`src/rtl/qdma_pkg.sv`:
```
package qdma_pkg;
  // Strobes from the sequencer to the datapath for one clock cycle.
  typedef struct packed {
    logic push;        // store pushAddr in the queue
    logic pop;         // retire the oldest pointer
    logic loadPage;    // latch the oldest pointer as the active page base
    logic incOff;      // advance the byte offset
    logic clrOff;      // return the byte offset to zero
    logic selHead;     // address from the queue head (idle) instead of page base
    logic underrunInc; // count one dropped sample
  } qdma_ctrl_t;
endpackage

```
`src/rtl/qdma_datapath.sv`:
```
module qdma_datapath
  import qdma_pkg::*;
#(
  parameter int ADDR_W     = 32,
  parameter int PAGE_BYTES = 4096,
  parameter int FIFO_DEPTH = 8,
  parameter int CNT_W      = 16
) (
  input  logic                               clk,
  input  logic                               rstN,
  input  qdma_ctrl_t                         ctrl,
  input  logic [ADDR_W-1:0]                  pushAddr,
  input  logic [7:0]                         sampleData,
  output logic [ADDR_W-1:0]                  memWrAddr,
  output logic [7:0]                         memWrData,
  output logic [$clog2(FIFO_DEPTH+1)-1:0]    fifoCount,
  output logic                               fifoEmpty,
  output logic                               fifoFull,
  output logic                               lastByte,
  output logic [CNT_W-1:0]                   underrunCount
);
  localparam int OFF_W = $clog2(PAGE_BYTES);
  localparam int PTR_W = (FIFO_DEPTH > 1) ? $clog2(FIFO_DEPTH) : 1;
  localparam int CNT_F = $clog2(FIFO_DEPTH + 1);
  localparam logic [OFF_W-1:0] LAST_OFF = OFF_W'(PAGE_BYTES - 1);
  localparam logic [CNT_F-1:0] FULL_CNT = CNT_F'(FIFO_DEPTH);
  localparam logic [CNT_W-1:0] UND_MAX  = '1;

  logic [PTR_W-1:0]  wrPtr, rdPtr;
  logic [CNT_F-1:0]  count;
  logic [ADDR_W-1:0] slotView [FIFO_DEPTH];
  logic [ADDR_W-1:0] head;
  logic [ADDR_W-1:0] pageBase;
  logic [OFF_W-1:0]  offset;
  logic [CNT_W-1:0]  undCnt;

  function automatic logic [PTR_W-1:0] bumpPtr(input logic [PTR_W-1:0] p);
    return (p == PTR_W'(FIFO_DEPTH - 1)) ? '0 : p + 1'b1;
  endfunction

  // One register per queue slot.
  for (genvar i = 0; i < FIFO_DEPTH; i++) begin : g_slot
    logic [ADDR_W-1:0] slotQ;
    always_ff @(posedge clk) begin
      if (ctrl.push && wrPtr == PTR_W'(i)) slotQ <= pushAddr;
    end
    assign slotView[i] = slotQ;
  end

  assign head = slotView[rdPtr];

  always_ff @(posedge clk or negedge rstN) begin
    if (!rstN) begin
      wrPtr <= '0;
      rdPtr <= '0;
      count <= '0;
    end else begin
      if (ctrl.push) wrPtr <= bumpPtr(wrPtr);
      if (ctrl.pop)  rdPtr <= bumpPtr(rdPtr);
      case ({ctrl.push, ctrl.pop})
        2'b10:   count <= count + 1'b1;
        2'b01:   count <= count - 1'b1;
        default: count <= count;
      endcase
    end
  end

  always_ff @(posedge clk or negedge rstN) begin
    if (!rstN) begin
      pageBase <= '0;
      offset   <= '0;
      undCnt   <= '0;
    end else begin
      if (ctrl.loadPage) pageBase <= head;
      if (ctrl.clrOff)      offset <= '0;
      else if (ctrl.incOff) offset <= offset + 1'b1;
      if (ctrl.underrunInc && undCnt != UND_MAX) undCnt <= undCnt + 1'b1;
    end
  end

  assign memWrAddr     = (ctrl.selHead ? head : pageBase) + ADDR_W'(offset);
  assign memWrData     = sampleData;
  assign fifoCount     = count;
  assign fifoEmpty     = (count == '0);
  assign fifoFull      = (count == FULL_CNT);
  assign lastByte      = (offset == LAST_OFF);
  assign underrunCount = undCnt;

  AST_COUNT_BOUND: assert property (@(posedge clk) disable iff (!rstN)
    count <= FULL_CNT);
  AST_COUNT_RISE: assert property (@(posedge clk) disable iff (!rstN)
    (ctrl.push && !ctrl.pop) |=> (count == $past(count) + 1'b1));
  AST_POP_NONEMPTY: assert property (@(posedge clk) disable iff (!rstN)
    ctrl.pop |-> !fifoEmpty);
  AST_IDLE_OFFSET: assert property (@(posedge clk) disable iff (!rstN)
    ctrl.selHead |-> (offset == '0));
  AST_UNDERRUN_STEP: assert property (@(posedge clk) disable iff (!rstN)
    (ctrl.underrunInc && undCnt != UND_MAX) |=> (undCnt == $past(undCnt) + 1'b1));
endmodule

```
`src/rtl/qdma_control.sv`:
```
module qdma_control
  import qdma_pkg::*;
(
  input  logic       clk,
  input  logic       rstN,
  input  logic       pushValid,
  input  logic       sampleValid,
  input  logic       irqAck,
  input  logic       ovfClear,
  input  logic       fifoEmpty,
  input  logic       fifoFull,
  input  logic       lastByte,
  output qdma_ctrl_t ctrl,
  output logic       memWrEn,
  output logic       busy,
  output logic       irq,
  output logic       pushOverflow
);
  logic active, wrNow, startPage, endPage, chainPage, drainPage, lostPush;

  always_comb begin
    active    = busy | ~fifoEmpty;
    wrNow     = sampleValid & active;
    startPage = wrNow & ~busy;
    endPage   = wrNow & busy & lastByte;
    chainPage = endPage & ~fifoEmpty;
    drainPage = endPage & fifoEmpty;

    ctrl             = '0;
    ctrl.selHead     = ~busy;
    ctrl.pop         = startPage | chainPage;
    ctrl.loadPage    = startPage | chainPage;
    ctrl.incOff      = wrNow & ~endPage;
    ctrl.clrOff      = endPage;
    ctrl.underrunInc = sampleValid & ~active;
    ctrl.push        = pushValid & (~fifoFull | ctrl.pop);
    lostPush         = pushValid & fifoFull & ~ctrl.pop;
  end

  assign memWrEn = wrNow;

  always_ff @(posedge clk or negedge rstN) begin
    if (!rstN) begin
      busy         <= 1'b0;
      irq          <= 1'b0;
      pushOverflow <= 1'b0;
    end else begin
      if (startPage)      busy <= 1'b1;
      else if (drainPage) busy <= 1'b0;
      if (drainPage)      irq <= 1'b1;
      else if (irqAck)    irq <= 1'b0;
      if (lostPush)       pushOverflow <= 1'b1;
      else if (ovfClear)  pushOverflow <= 1'b0;
    end
  end

  AST_DRAIN_IRQ: assert property (@(posedge clk) disable iff (!rstN)
    (sampleValid && busy && lastByte && fifoEmpty) |=> (!busy && irq));
  AST_CHAIN_STAYS_BUSY: assert property (@(posedge clk) disable iff (!rstN)
    (sampleValid && busy && lastByte && !fifoEmpty) |=> busy);
  AST_START_BUSY: assert property (@(posedge clk) disable iff (!rstN)
    (sampleValid && !busy && !fifoEmpty) |=> busy);
  AST_NO_OVERFLOW: assert property (@(posedge clk) disable iff (!rstN)
    (pushValid && fifoFull && !ctrl.pop) |=> pushOverflow);
  AST_NO_WRITE_WHEN_DRY: assert property (@(posedge clk) disable iff (!rstN)
    (!busy && fifoEmpty) |-> !memWrEn);
endmodule

```
`src/rtl/qdma_engine.sv`:
```
module qdma_engine
  import qdma_pkg::*;
#(
  parameter int ADDR_W     = 32,
  parameter int PAGE_BYTES = 4096,
  parameter int FIFO_DEPTH = 8,
  parameter int CNT_W      = 16
) (
  input  logic                            clk,
  input  logic                            rstN,
  input  logic                            pushValid,
  input  logic [ADDR_W-1:0]               pushAddr,
  input  logic                            sampleValid,
  input  logic [7:0]                      sampleData,
  input  logic                            irqAck,
  input  logic                            ovfClear,
  output logic                            memWrEn,
  output logic [ADDR_W-1:0]               memWrAddr,
  output logic [7:0]                      memWrData,
  output logic                            busy,
  output logic                            irq,
  output logic                            pushOverflow,
  output logic [$clog2(FIFO_DEPTH+1)-1:0] fifoCount,
  output logic [CNT_W-1:0]                underrunCount
);
  qdma_ctrl_t ctrl;
  logic fifoEmpty, fifoFull, lastByte;

  qdma_control u_control (
    .clk          (clk),
    .rstN         (rstN),
    .pushValid    (pushValid),
    .sampleValid  (sampleValid),
    .irqAck       (irqAck),
    .ovfClear     (ovfClear),
    .fifoEmpty    (fifoEmpty),
    .fifoFull     (fifoFull),
    .lastByte     (lastByte),
    .ctrl         (ctrl),
    .memWrEn      (memWrEn),
    .busy         (busy),
    .irq          (irq),
    .pushOverflow (pushOverflow)
  );

  qdma_datapath #(
    .ADDR_W     (ADDR_W),
    .PAGE_BYTES (PAGE_BYTES),
    .FIFO_DEPTH (FIFO_DEPTH),
    .CNT_W      (CNT_W)
  ) u_datapath (
    .clk           (clk),
    .rstN          (rstN),
    .ctrl          (ctrl),
    .pushAddr      (pushAddr),
    .sampleData    (sampleData),
    .memWrAddr     (memWrAddr),
    .memWrData     (memWrData),
    .fifoCount     (fifoCount),
    .fifoEmpty     (fifoEmpty),
    .fifoFull      (fifoFull),
    .lastByte      (lastByte),
    .underrunCount (underrunCount)
  );
endmodule

```
`config.mk`:
```
export PLATFORM = sky130hd
export DESIGN_NAME = qdma_engine
export DESIGN_NICKNAME = d
export VERILOG_FILES = /design/src/rtl/qdma_pkg.sv /design/src/rtl/qdma_datapath.sv /design/src/rtl/qdma_control.sv /design/src/rtl/qdma_engine.sv
export SDC_FILE = /design/constraint.sdc
export NUM_CORES = 1
export LEC_CHECK = 0
export CORE_UTILIZATION = 55
export CTS_CLUSTER_DIAMETER = 100
export CTS_CLUSTER_SIZE = 14
export DETAILED_ROUTE_END_ITERATION = 10
export DONT_BUFFER_PORTS = 1
export PLACE_DENSITY = 0.71
export SLEW_MARGIN = 25
export SYNTH_ARGS = -nofsm -noshare
export SYNTH_HDL_FRONTEND = slang
export SYNTH_SLANG_ARGS = --single-unit
```
`constraint.sdc`:
```
create_clock -name clk -period 6.9 [get_ports clk]
set_clock_uncertainty 0.1 [all_clocks]
set_input_delay 0 -clock clk [delete_from_list [all_inputs] [get_ports clk]]
set_output_delay 0 -clock clk [all_outputs]
set_load 0.05 [all_outputs]
```
=== Word-level counts from Yosys, hierarchy flattened ===
Cells that the tools add are included.
Widths: inputs -> output; s select.

* Register bits after elaboration: 329
* Bits of input ports: 46
* Output and inout port bits: 64
* Word-level logic and storage cells: 90

* Add/subtract/negate cells: 7
* Order comparisons: 1
* Equality and inequality tests: 13
* Mux-type cells: 15
* Bitwise operators: 21
* Reductions and logical operators: 16

{| class="wikitable"
|+ Operator list
! kind !! number
|-
| $bmux 32 s3 || 1
|-
| $mux 32 || 3
|-
| $add 32x12->32 || 1
|-
| $mux 12 || 2
|-
| $add 16x1->16 const B || 1
|-
| $ne 16x16->1 const B || 1
|-
| $eq 3x3->1 const B || 5
|-
| $add 12x1->12 const B || 1
|-
| $eq 12x12->1 const B || 1
|-
| $and 1x1->1 || 11
|-
| $reduce_bool 2->1 || 5
|-
| $logic_and 1x1->1 || 9
|-
| $pmux 4 s2 || 1
|-
| $add 3x1->3 const B || 2
|-
| $eq 3x2->1 const B || 2
|-
| $mux 1 || 6
|-
| $mux 3 || 2
|-
| $not 1->1 || 6
|-
| $add 4x1->4 const B || 1
|-
| $eq 4x4->1 const B || 1
|-
| $ge 4x4->1 const B || 1
|-
| $logic_not 4->1 || 1
|-
| $not 3->4 || 1
|-
| $sub 4x1->4 const B || 1
|-
| other kinds (5) || 7
|}

=== Logic depth before layout (Yosys ltp) ===
Gate-level depths: netlist (run 1).

* Depth in word-level cells: 12
* Mapped depth: 19
* Depth with buffers taken out: 12

=== By module ===
From an unflattened synthesis (run 1), not the netlist that was laid out.

* Cells, all modules: 936
* Area total of the unflattened synthesis: 14317.5 um^2

{| class="wikitable"
|+ By module, submodules not included
! module !! instances !! cells an instance !! area each (um^2)
|-
| qdma_datapath || 1 || 914 || 14117.3
|-
| qdma_control || 1 || 22 || 200.2
|}

=== Worst setup path after synthesis (run 1) ===
No wires, ideal clock.

* Kind: register to output
* Start point: register u_datapath.rdPtr[0]
* End point: output memWrAddr[26]
* Data arrival time: 5290 ps
* Setup slack: 1510 ps
* Cell stages (with the launch flop): 20
* Path buffers: 7
* Cells stage by stage: dfrtp_1 buf_6 buf_12 buf_12 buf_12 buf_12 buf_4 buf_2 mux4_2 mux2_2 mux2_2 ha_1 fa_1 a21o_1 a21oi_1 o21ai_0 a2111oi_0 nor3_2 nand3_1 xor2_1

* Word-level cells in the longest chain between the ends: 6

{| class="wikitable"
|+ Ends and longest elaborated chain
! what !! line !! text
|-
| from (decl) || qdma_datapath.sv:29 || <nowiki>logic [PTR_W-1:0] wrPtr, rdPtr;</nowiki>
|-
| from (signal assigned) || qdma_datapath.sv:59 || <nowiki>if (ctrl.pop) rdPtr <= bumpPtr(rdPtr);</nowiki>
|-
| $not 3->4 (implied by the code) || qdma_datapath.sv:50 || <nowiki>assign head = slotView[rdPtr];</nowiki>
|-
| $bmux 32 s3 || qdma_datapath.sv:50 ||
|-
| $mux 32 (implied by the code) (2 in series) || qdma_datapath.sv:50 ||
|-
| $mux 32 || qdma_datapath.sv:81 || <nowiki>assign memWrAddr = (ctrl.selHead ? head : pageBase) + ADDR_W'(offset);</nowiki>
|-
| $add 32x12->32 || qdma_datapath.sv:81 ||
|-
| to (decl) || qdma_engine.sv:18 || <nowiki>output logic [ADDR_W-1:0] memWrAddr,</nowiki>
|}

Every way passes these cells. The select of a mux whose other input is x is not followed.

=== Final worst setup path (run 1) ===
* Start point: register u_datapath.rdPtr[0]
* End point: output memWrAddr[28]

The elaborated chain is that of the path after synthesis.

==> metrics, run 1 <==
Slew @ Worst Pin 1.077 ns; die area 26900 um2; routability cong. between 0.8 and 0.9; Layout Utilization 0.6364; Flop pwr share 0.497; clk sink count 329; worst-case clock buffer depth 3; cell mode on critical path mux2_2; Psw between 1.5 and 2 mW; GRT Total Usage 0.2285; Worst path slowest cell dfrtp_4; Tcrit/Tclk final 0.8424; CTS H-Tree Depth 1; biggest cell delay along the critical path about 1.0 ns; Post-synth EDFFs 256; final setup margin between 1 and 1.5 ns; Data arrival, critical path about 5.7 ns; internal power between 3 and 4 mW; I/O Buffers 0; Slew headroom 0.2792; Worst Setup End Kind primary output; FFs w/ async S/R, synth 0.2219; largest net degree at the start of global routing 74; final setup violation count 0; wire length of the first global-routing pass 45.66 mm; f_max roughly 0.17 GHz; Site Rows 58; Worst Path Max Fanout between 40 and 50; drt wl/cell between 20 and 25 um; met1 usage 0.3107; sw frac 0.3142; CTS tree yes; root buffer cell clkbuf_16; NumNets Final 1035; Synth Instances roughly 910; P per Cell Area 329.0 nW/um2; crit path buf inv count 1; Post-route DRC 0; Vias/cell between 5 and 6; WL final 29.58 mm; placed cell area 14860 um2; clock power share 0.267; io pins 110; GR peak layer met2; Die Ht between 150 and 200 um; half-perimeter wire length after placement roughly 17 mm; unrepaired setup endpoints after global routing false; Initial Utilization 0.5669; global routing usage on met2 0.3866; Largest delay share family, worst path compound AO/OA/AOI/OAI gates; Synth warnings 0; Crit path depth 13; Finished Cell Area approximately 16000 um2; met3 Use GR 0.04040; count of final hold-check violations 0; synthesized cell area ~14000 um2; crit path cell chain mux4_2, mux2_2, mux2_2, ha_1, fa_1, a21o_1, a21oi_1, o21ai_0, a2111oi_0, nor3_2, nand2_1, xor2_1, buf_4; Pre-antenna DRT Iters 5; synthesized flop and latch total ~330; die width around 160 um; clk_lat worst skew roughly 0.55 ns; status finished clean; Syn Area/Cell between 15 and 20 um2; Critical Path RT just under 7 ns; R2R cell count 7; initial DRC count 537; max-slew violations 0; fraction of layout cells with a size suffix above 1 0.1851; Area Growth Syn to Fin 12.27%; initial antenna violation count 0; gr ovfl total 0; dpl ws 1.519 ns; Seq/Total Area, Yosys 0.6589; kind of critical path flip-flop to primary output; Final Critical Period 5.812 ns; Total Power between 5 and 6 mW; clock transition at the registers of the reported paths about 0.070 ns; Syn Nets roughly 980; max cap viols 0; DRT antenna net count 0; synth unique cells 60; top_reg_cell synth edfxtp_1; setup TNS 0 ns; startpoint types flip-flop; Worst IR Drop VDD 0.0002318 V; Comb pwr share 0.236; core area about 25000 um2; routed vias 7816; Hold WC Path Type primary input to async pin; Leak Pwr approximately 6 nW; CTS buffer count 27; number of global-route vias before repair just under 8000
## worst reg2reg max path, cell delays in order, from the launching register on
cell,delay [ns]
dfrtp_2,0.85
buf_4,0.54
nand4_1,0.19
nor3_1,0.60
o21a_1,0.23
buf_4,0.38
o21a_1,0.39
and3_2,0.93
## worst paths after layout
path | endpoint | slack (ns) | start
hold reg to reg | u_datapath.pageBase[4] | 0.37 | u_datapath.pageBase[4]
setup / recovery | memWrAddr[28] | 1.09 | u_datapath.rdPtr[0]
setup reg to reg | u_datapath.g_slot[6].slotQ[29] | 2.28 | u_control.busy
min in group clk | u_control.busy | 0.15 | sampleValid
hold / removal | u_datapath.pageBase[9] | 0.04 | rstN
max in group asynchronous | u_control.busy | 6.32 | rstN
## kinds of logic after synthesis
kind of cell / share of synthesized area
AO/OA/AOI/OAI: 0.04341
XOR/XNOR: 0.03215
adder cells (fa/ha/maj): 0.02357
buffers and inverters: 0.02348
flip-flops: 0.6589
multiplexers: 0.1454
AND/OR/NAND/NOR: 0.07305
## layer usage
metal  up-vias  share of wire
met5         -              0
met4         0          0.018
met3        36          0.060
met2       228           0.49
met1      3989           0.43
li1       3563              -
## per-stage QoR
stage | hold slack, ns | std cells
floorplan | -0.3956 | 907
global placement | -0.3929 | 1213
detailed placement | -0.3926 | 1215
CTS | 0.05992 | 1313
global route | 0.06715 | 1313
finish | 0.04000 | 1314
## cell usage after synthesis, drive strengths merged (2+ instances only)
library cell	count	area, um2
nor2b	2	12.51
nand2	128	480.5
dfrtp	73	1827
o21ai	14	70.06
o21bai	3	22.52
nand2b	4	25.02
inv	14	52.55
a22o	9	78.83
xor2	21	183.9
a21oi	12	60.06
nor3	12	65.06
clkbuf	15	56.30
mux2	64	720.7
nor2	22	82.58
or3	5	36.28
nand4	11	83.83
buf	26	230.2
nand3b	2	15.01
and4	2	17.52
and2	3	18.77
edfxtp	256	7687
o211ai	2	15.01
xnor2	32	280.3
o21a	3	22.52
o22ai	10	62.56
o31ai	14	152.7
o31a	2	17.52
nor4	3	33.78
fa	2	40.04
or2	2	12.52
mux4	48	1119
a21o	10	75.07
ha	24	300.3
nand3	9	45.04
mux2i	26	260.3
and3	12	75.07
## power groups by stage
stage	sequential, mW	clock (mW)	combinational, mW
final	2.65	1.42	1.26
after global routing	2.68	1.52	1.35
after CTS	2.65	1.44	1.27
after detailed placement	2.69	0	1.20
after global placement	2.68	0	1.14
after floorplan	2.61	0	0.995
## cells in the final DEF (no fill, tap or decap), drive strengths merged, types with 3 or more instances in the layout
| cell | count |
|---|---|
| o22ai | 10 |
| a21o | 10 |
| nor4 | 3 |
| nand2 | 128 |
| and3 | 12 |
| xor2 | 21 |
| a21oi | 12 |
| dfrtp | 73 |
| a22o | 9 |
| buf | 21 |
| mux2 | 64 |
| nor2 | 22 |
| mux2i | 26 |
| mux4 | 48 |
| dlygate4sd3 | 47 |
| or3 | 5 |
| ha | 24 |
| clkbuf | 47 |
| nand3 | 9 |
| inv | 15 |
| o21ai | 14 |
| nand4 | 11 |
| nand2b | 4 |
| edfxtp | 256 |
| xnor2 | 32 |
| nor3 | 12 |
| o21a | 3 |
| and2 | 3 |
| o31ai | 14 |
| o21bai | 3 |
## final cells by class
cell class | instances | area (um2)
Sequential cell | 329 | 9520
Inverter | 14 | 52.55
Clock buffer | 47 | 760.7
Timing Repair Buffer | 68 | 693.2
Multi-Input combinational cell | 523 | 4741
Fill cell | 1765 | 9261
Antenna cell | 1 | 2.502
Tap cell | 330 | 412.9
Clock inverter | 2 | 27.53
## flip-flops by register name, indices dropped and copies added, names as in the netlist, 3 cells and up
register                  flops
u_datapath.fifoCount          4
u_datapath.g_slot.slotQ     256
u_datapath.offset            12
u_datapath.pageBase          32
u_datapath.rdPtr              3
u_datapath.underrunCount     16
u_datapath.wrPtr              3
## what timing repair did
action	4_1_cts	5_1_grt
setup buffers	0	0
gates resized for setup	0	0
hold endpoints to repair	362	0
hold buffers	49	0
Power figures use the tool's default switching activity.
==> run 2, diff against run 1 <==
Clock period 6.9 ns to 6 ns, I/O delays scaled along.
==> run 2 against run 1 <==
- count of clock-buffer cells in the layout unchanged
- global-route usage up 0.36 points
- hold slack worse by 0.019 ns
- combinational power up 19%
- clock power up 18%
- critical path depth unchanged
- sequential share of layout area down 0.35 points
- sequential power up 14%
- power up 16%
- register-to-register slack better by 0.03 ns
- wire length up 1.4%
==> metrics, run 2 (synthesis results as in run 1) <==
Largest delay share family, worst path compound AO/OA/AOI/OAI gates; Total Power 6.201 mW; reg2reg setup slack roughly 2.3 ns; Tcrit/Tclk final 0.9135; Layout Utilization 0.6402; die width around 160 um; biggest cell delay along the critical path between 0.7 and 0.8 ns; Antenna Cells 0; Pre-antenna DRT Iters 6; f_max between 0.15 and 0.2 GHz; half-perimeter wire length after placement approximately 18 mm; max reg flops between 200 and 300; Area Growth Syn to Fin 12.95%; internal power around 4.3 mW; Worst Path Max Fanout 27; Hold WC Path Type primary input to async pin; Psw 1.935 mW; commonest non-fill, non-tap cells in the layout edfxtp_1 (256), nand2_1 (128), dfrtp_1 (70), mux2_2 (53), dlygate4sd3_1 (47); R2R cell count 11; routed vias around 7900; Leak Pwr around 6 nW; Slew headroom 0.2756; Biggest register u_datapath.g_slot.slotQ; Comb pwr share 0.241; Worst Setup End Kind primary output; crit path cell chain buf_4, mux4_2, mux2_2, mux2_2, ha_1, a21o_1, a21oi_1, o21ai_0, a2111oi_0, nor3_2, nand2_1, xnor2_1, buf_4; die area roughly 27000 um2; clock power share 0.270; NumNets Final between 1000 and 1500; Fill cells 1796; Worst path slowest cell dfrtp_4; clk sink count 329; Initial Utilization 0.5669; drt wl/cell about 22 um; FF-to-FF Start u_control.busy; # hold bufs at CTS about 50; CTS buffer count 27; Vias/cell between 5 and 6; Die Ht 164.0 um; wire length of the first global-routing pass 46.20 mm; worst-case clock buffer depth 3; area of the multi-input gates about 4600 um2; initial antenna violation count 0; Worst IR Drop VDD around 0.00029 V; P per Cell Area about 380 nW/um2; root buffer cell clkbuf_16; most common cell after layout, fill and taps aside edfxtp_1; placed cells between 1000 and 1500; max-slew violations 0; kind of critical path flip-flop to primary output; Final Critical Period ~5.5 ns; max cap viols 0; area occupied by registers roughly 9500 um2; I/O Buffers 0; Slew @ Worst Pin approximately 1.1 ns; core area 25470 um2; Site Rows a little under 60; setup TNS 0 ns; post-cts resize count 0; Post-route DRC 0; routability cong. between 0.8 and 0.9; initial DRC count 570; final setup violation count 0; Finished Cell Area around 16000 um2; placed cell area about 15000 um2; clock transition at the registers of the reported paths approximately 0.070 ns; DRT antenna net count 0; count of final hold-check violations 0; Critical Path RT 5.90 ns; Data arrival, critical path around 5.4 ns; largest net degree at the start of global routing 74; startpoint types flip-flop; sw frac 0.3121; WL final about 30 mm; setup bufs post-CTS 0; io pins between 100 and 150; worst r2r dst u_datapath.fifoCount[3]; fraction of layout cells with a size suffix above 1 0.1943; Layout Cells excl Fill around 1300; CTS H-Tree Depth 1; number of global-route vias before repair approximately 8000; GRT Total Usage 0.2321; clk_lat worst skew 0.56 ns; CTS tree yes; gr ovfl total 0; Flop pwr share 0.489; unrepaired setup endpoints after global routing false; crit path buf inv count 2; status finished clean
run 2: cell count changes in the layout (fill, tap and decap cells not counted), sizes merged:
| cell | before | now |
|---|---|---|
| buf | 21 | 46 |
| bufinv | 0 | 1 |
| clkinv | 0 | 1 |
| clkinvlp | 1 | 0 |
| diode | 1 | 0 |
run 2: layout make-up:
type                            instances  area share
Multi-Input combinational cell        523      0.2850
Tap cell                              330     0.02532
Clock buffer                           47     0.04603
Clock inverter                          3    0.003376
Inverter                               14    0.003222
Sequential cell                       329      0.5838
Timing Repair Buffer                   93     0.05325
run 2: power by group through the flow:
stage	Sequential, mW	Combinational, mW	Clock, mW
floorplan	3.00	1.14	0
global placement	3.07	1.39	0
detailed placement	3.08	1.43	0
CTS	3.03	1.51	1.70
global route	3.06	1.61	1.78
finish	3.03	1.50	1.67
run 2: per-layer routing:
layer | part of all wire | GRT usage | routed length, um
met1 | 0.44 | 0.3234 | 13290
met2 | 0.48 | 0.3829 | 14480
met3 | 0.053 | 0.03636 | 1581
met4 | 0.022 | 0.06229 | 656
met5 | 0 | 0 | 0
run 2: metrics by stage:
stage	setup slack, ns	hold WS [ns]
final	0.5189	0.02100
after global routing	0.2322	0.05612
after CTS	0.4415	0.02243
after detailed placement	1.099	-0.3928
after global placement	1.228	-0.3932
after floorplan	0.6098	-0.3956
run 2: worst max-delay path by stage:
stage	from	endpoint	slack, ns	cells after the start
final	u_datapath.rdPtr[0]	memWrAddr[18]	0.52	13
after floorplan	u_datapath.rdPtr[0]	memWrAddr[26]	0.61	19
after CTS	u_datapath.rdPtr[0]	memWrAddr[18]	0.44	13
after global routing	u_datapath.rdPtr[0]	memWrAddr[26]	0.23	13
after detailed placement	u_datapath.rdPtr[0]	memWrAddr[18]	1.10	13
after global placement	u_datapath.rdPtr[0]	memWrAddr[26]	1.23	13
run 2: worst min-delay path: cells and delay by family:
kind | cells | cell delay [ns]
buf+inv | 3 | 1.09
==> run 3, diff against run 2 <==
Settings changed: ABC_AREA from default to 1.
==> run 3 against run 2 <==
- the run now ends with hold timing left
- utilization decreased by 1.4 points
- synthesized cell count increased by 68%
- power decreased by 6.2%
- flip-flop and latch count unchanged
- sequential power decreased by 3%
- die area increased by 5.5%
- setup slack improved by 0.61 ns
- hold slack got worse by 0.027 ns
- critical path type unchanged
==> metrics, run 3 <==
status finished with violations; failing checks hold timing; I/O Buffers 0; Slew headroom 0.2833; Seq/Total Area, Yosys 0.6243; cell mode on critical path nand2_1; Data arrival, critical path 4.77 ns; clk sink count between 300 and 400; Syn Area/Cell about 10 um2; final setup violation count 0; f_max between 0.2 and 0.25 GHz; Layout Utilization 0.6263; routed vias between 10000 and 15000; max-slew violations 0; Post-route DRC 0; crit path buf inv count 3; Psw 1.867 mW; io pins 110; Synth warnings 0; max reg flops around 260; initial antenna violation count 1; sw frac 0.3208; Site Rows 60; Worst Path Max Fanout 58; Largest delay share family, worst path buffers and inverters; DRT antenna net count 0; synth unique cells 36; die width 168.5 um; drt wl/cell between 15 and 20 um; count of final hold-check violations 1; crit path cell chain inv_2, buf_4, o21ai_0, a31oi_1, nand2_1, o21ai_0, ha_1, nand2_1, nor2_1, nand3_1, nand3_1, nand4_1, nand2_2, nand2_1, nor2_2, xor2_1, buf_4; clock transition at the registers of the reported paths 0.08 ns; synthesized flop and latch total between 300 and 400; biggest cell delay along the critical path between 0.7 and 0.8 ns; CTS buffer count 27; clock power share 0.278; most common cell after layout, fill and taps aside nand2_1; Initial Utilization 0.5623; Finished Cell Area 16970 um2; max cap viols 0; Synth Instances between 1500 and 2000; kind of critical path flip-flop to primary output; Syn Nets 1596; Total Power roughly 5.8 mW; core area 27100 um2; top-count cell post-synth nand2_1; post-cts resize count 0; placed cell area about 16000 um2; Post-synth EDFFs 256; initial DRC count between 800 and 900; Worst path slowest cell dfrtp_4; unrepaired setup endpoints after global routing false; setup bufs post-CTS 0; CTS tree yes; largest net degree at the start of global routing 82; startpoint types flip-flop; placed cells 1868; dpl ws around 1.8 ns; largest cells by area after synthesis edfxtp_1 (50%), dfrtp_1 (12%), nand2_1 (8.5%), nor2_1 (5.0%), nand3_1 (3.9%); Hold WC Path Type primary input to async pin; Fill cells 2093; clk_lat worst skew 0.55 ns; wire length of the first global-routing pass 54.39 mm; number of global-route vias before repair approximately 10000; share of the synthesized area in the top cell type 0.5044; worst-case clock buffer depth 3; FFs w/ async S/R, synth 0.2219; P per Cell Area roughly 340 nW/um2; WL final ~34 mm; synthesized cell area around 15000 um2; Final Critical Period 4.872 ns; die area roughly 28000 um2; final setup margin 1.128 ns; Tcrit/Tclk final 0.8119; Critical Path RT a little under 6 ns; GRT Total Usage 0.2471; gr ovfl total 0; Pre-antenna DRT Iters 8; half-perimeter wire length after placement roughly 21 mm; Biggest register u_datapath.g_slot.slotQ; top_reg_cell synth edfxtp_1; WHS -0.006470 ns; internal power about 4 mW; Leak Pwr 6.797 nW; post-synth top area cell edfxtp_1; Vias/cell between 5 and 6; fraction of layout cells with a size suffix above 1 0.07905; Die Ht roughly 170 um; Comb pwr share 0.219; routability cong. between 0.9 and 1; NumNets Final ~1600; Layout Cells excl Fill roughly 2000; Slew @ Worst Pin about 1.1 ns; # hold bufs at CTS 49; Post-synth top cells nand2_1 (347), edfxtp_1 (256), nor2_1 (202); root buffer cell clkbuf_16; Worst Setup End Kind primary output; commonest non-fill, non-tap cells in the layout nand2_1 (347), edfxtp_1 (256), nor2_1 (200), inv_1 (124), nand3_1 (120); Flop pwr share 0.503; Area Growth Syn to Fin 11.37%; setup TNS 0 ns; CTS H-Tree Depth 1; Worst IR Drop VDD between 0.00015 and 0.0002 V
==> run 3: power by group through the flow <==
stage               clock, mW  sequential (mW)  combinational (mW)
floorplan                   0             2.95               0.855
global placement            0             2.97                1.18
detailed placement          0             2.98                1.20
CTS                      1.64             2.93                1.27
global route             1.73             2.95                1.38
finish                   1.62             2.93                1.28
==> run 3: routing by layer <==
layer | global-route usage | part of all wire | routed length, um | vias to the layer above
li1 | - | - | - | 5183
met5 | 0 | 0 | 0 | -
met2 | 0.4072 | 0.47 | 16090 | 349
met3 | 0.04279 | 0.074 | 2540 | 39
met4 | 0.05731 | 0.014 | 469 | 0
met1 | 0.3445 | 0.44 | 15310 | 5024
==> run 3: cell type report <==
cell class / instances / area, um2 / area share
flip-flops and latches: 329 / 9519 / 0.5609
multi-input cells: 995 / 4890 / 0.2881
repair buffers: 92 / 848.3 / 0.04998
clock buffers: 48 / 754.5 / 0.04445
inverters: 129 / 484.2 / 0.02853
well taps: 372 / 465.4 / 0.02742
clock inverters: 1 / 8.758 / 0.0005160
diodes: 1 / 2.502 / 0.0001474
==> run 3: logic make-up after synthesis <==
family	synth area share
and+or+nand+nor	0.2040
adders and majority gates	0.02233
AOI/OAI and AO/OA	0.06199
xor gates and xnor gates	0.02874
buffers and inverters	0.05862
DFF	0.6243
==> run 3: path summary, 6_finish.rpt <==
kind | from | slack [ns] | depth (start not counted) | to
max reg2reg | u_control.busy | 1.91 | 15 | u_datapath.fifoCount[3]
max | u_datapath.rdPtr[0] | 1.13 | 17 | memWrAddr[23]
min | rstN | -0.006 | 3 | u_datapath.fifoCount[0]
min reg2reg | u_datapath.pageBase[22] | 0.38 | 2 | u_datapath.pageBase[22]
max in group asynchronous | rstN | 5.44 | 3 | u_datapath.rdPtr[1]
min in group clk | pushAddr[16] | 0.17 | 1 | u_datapath.g_slot[6].slotQ[16]
==> run 3: worst reg2reg max path: stages, from the launching register on <==
cell	delay, ns
dfrtp_1	0.60
buf_4	0.34
inv_1	0.59
nand3_1	0.27
nand2_2	0.71
nand2_1	0.28
inv_1	0.16
ha_1	0.24
a21oi_1	0.15
inv_1	0.05
a21oi_1	0.14
o21ai_0	0.13
nand2_1	0.09
nand2_1	0.05
nand2_1	0.05
inv_1	0.04
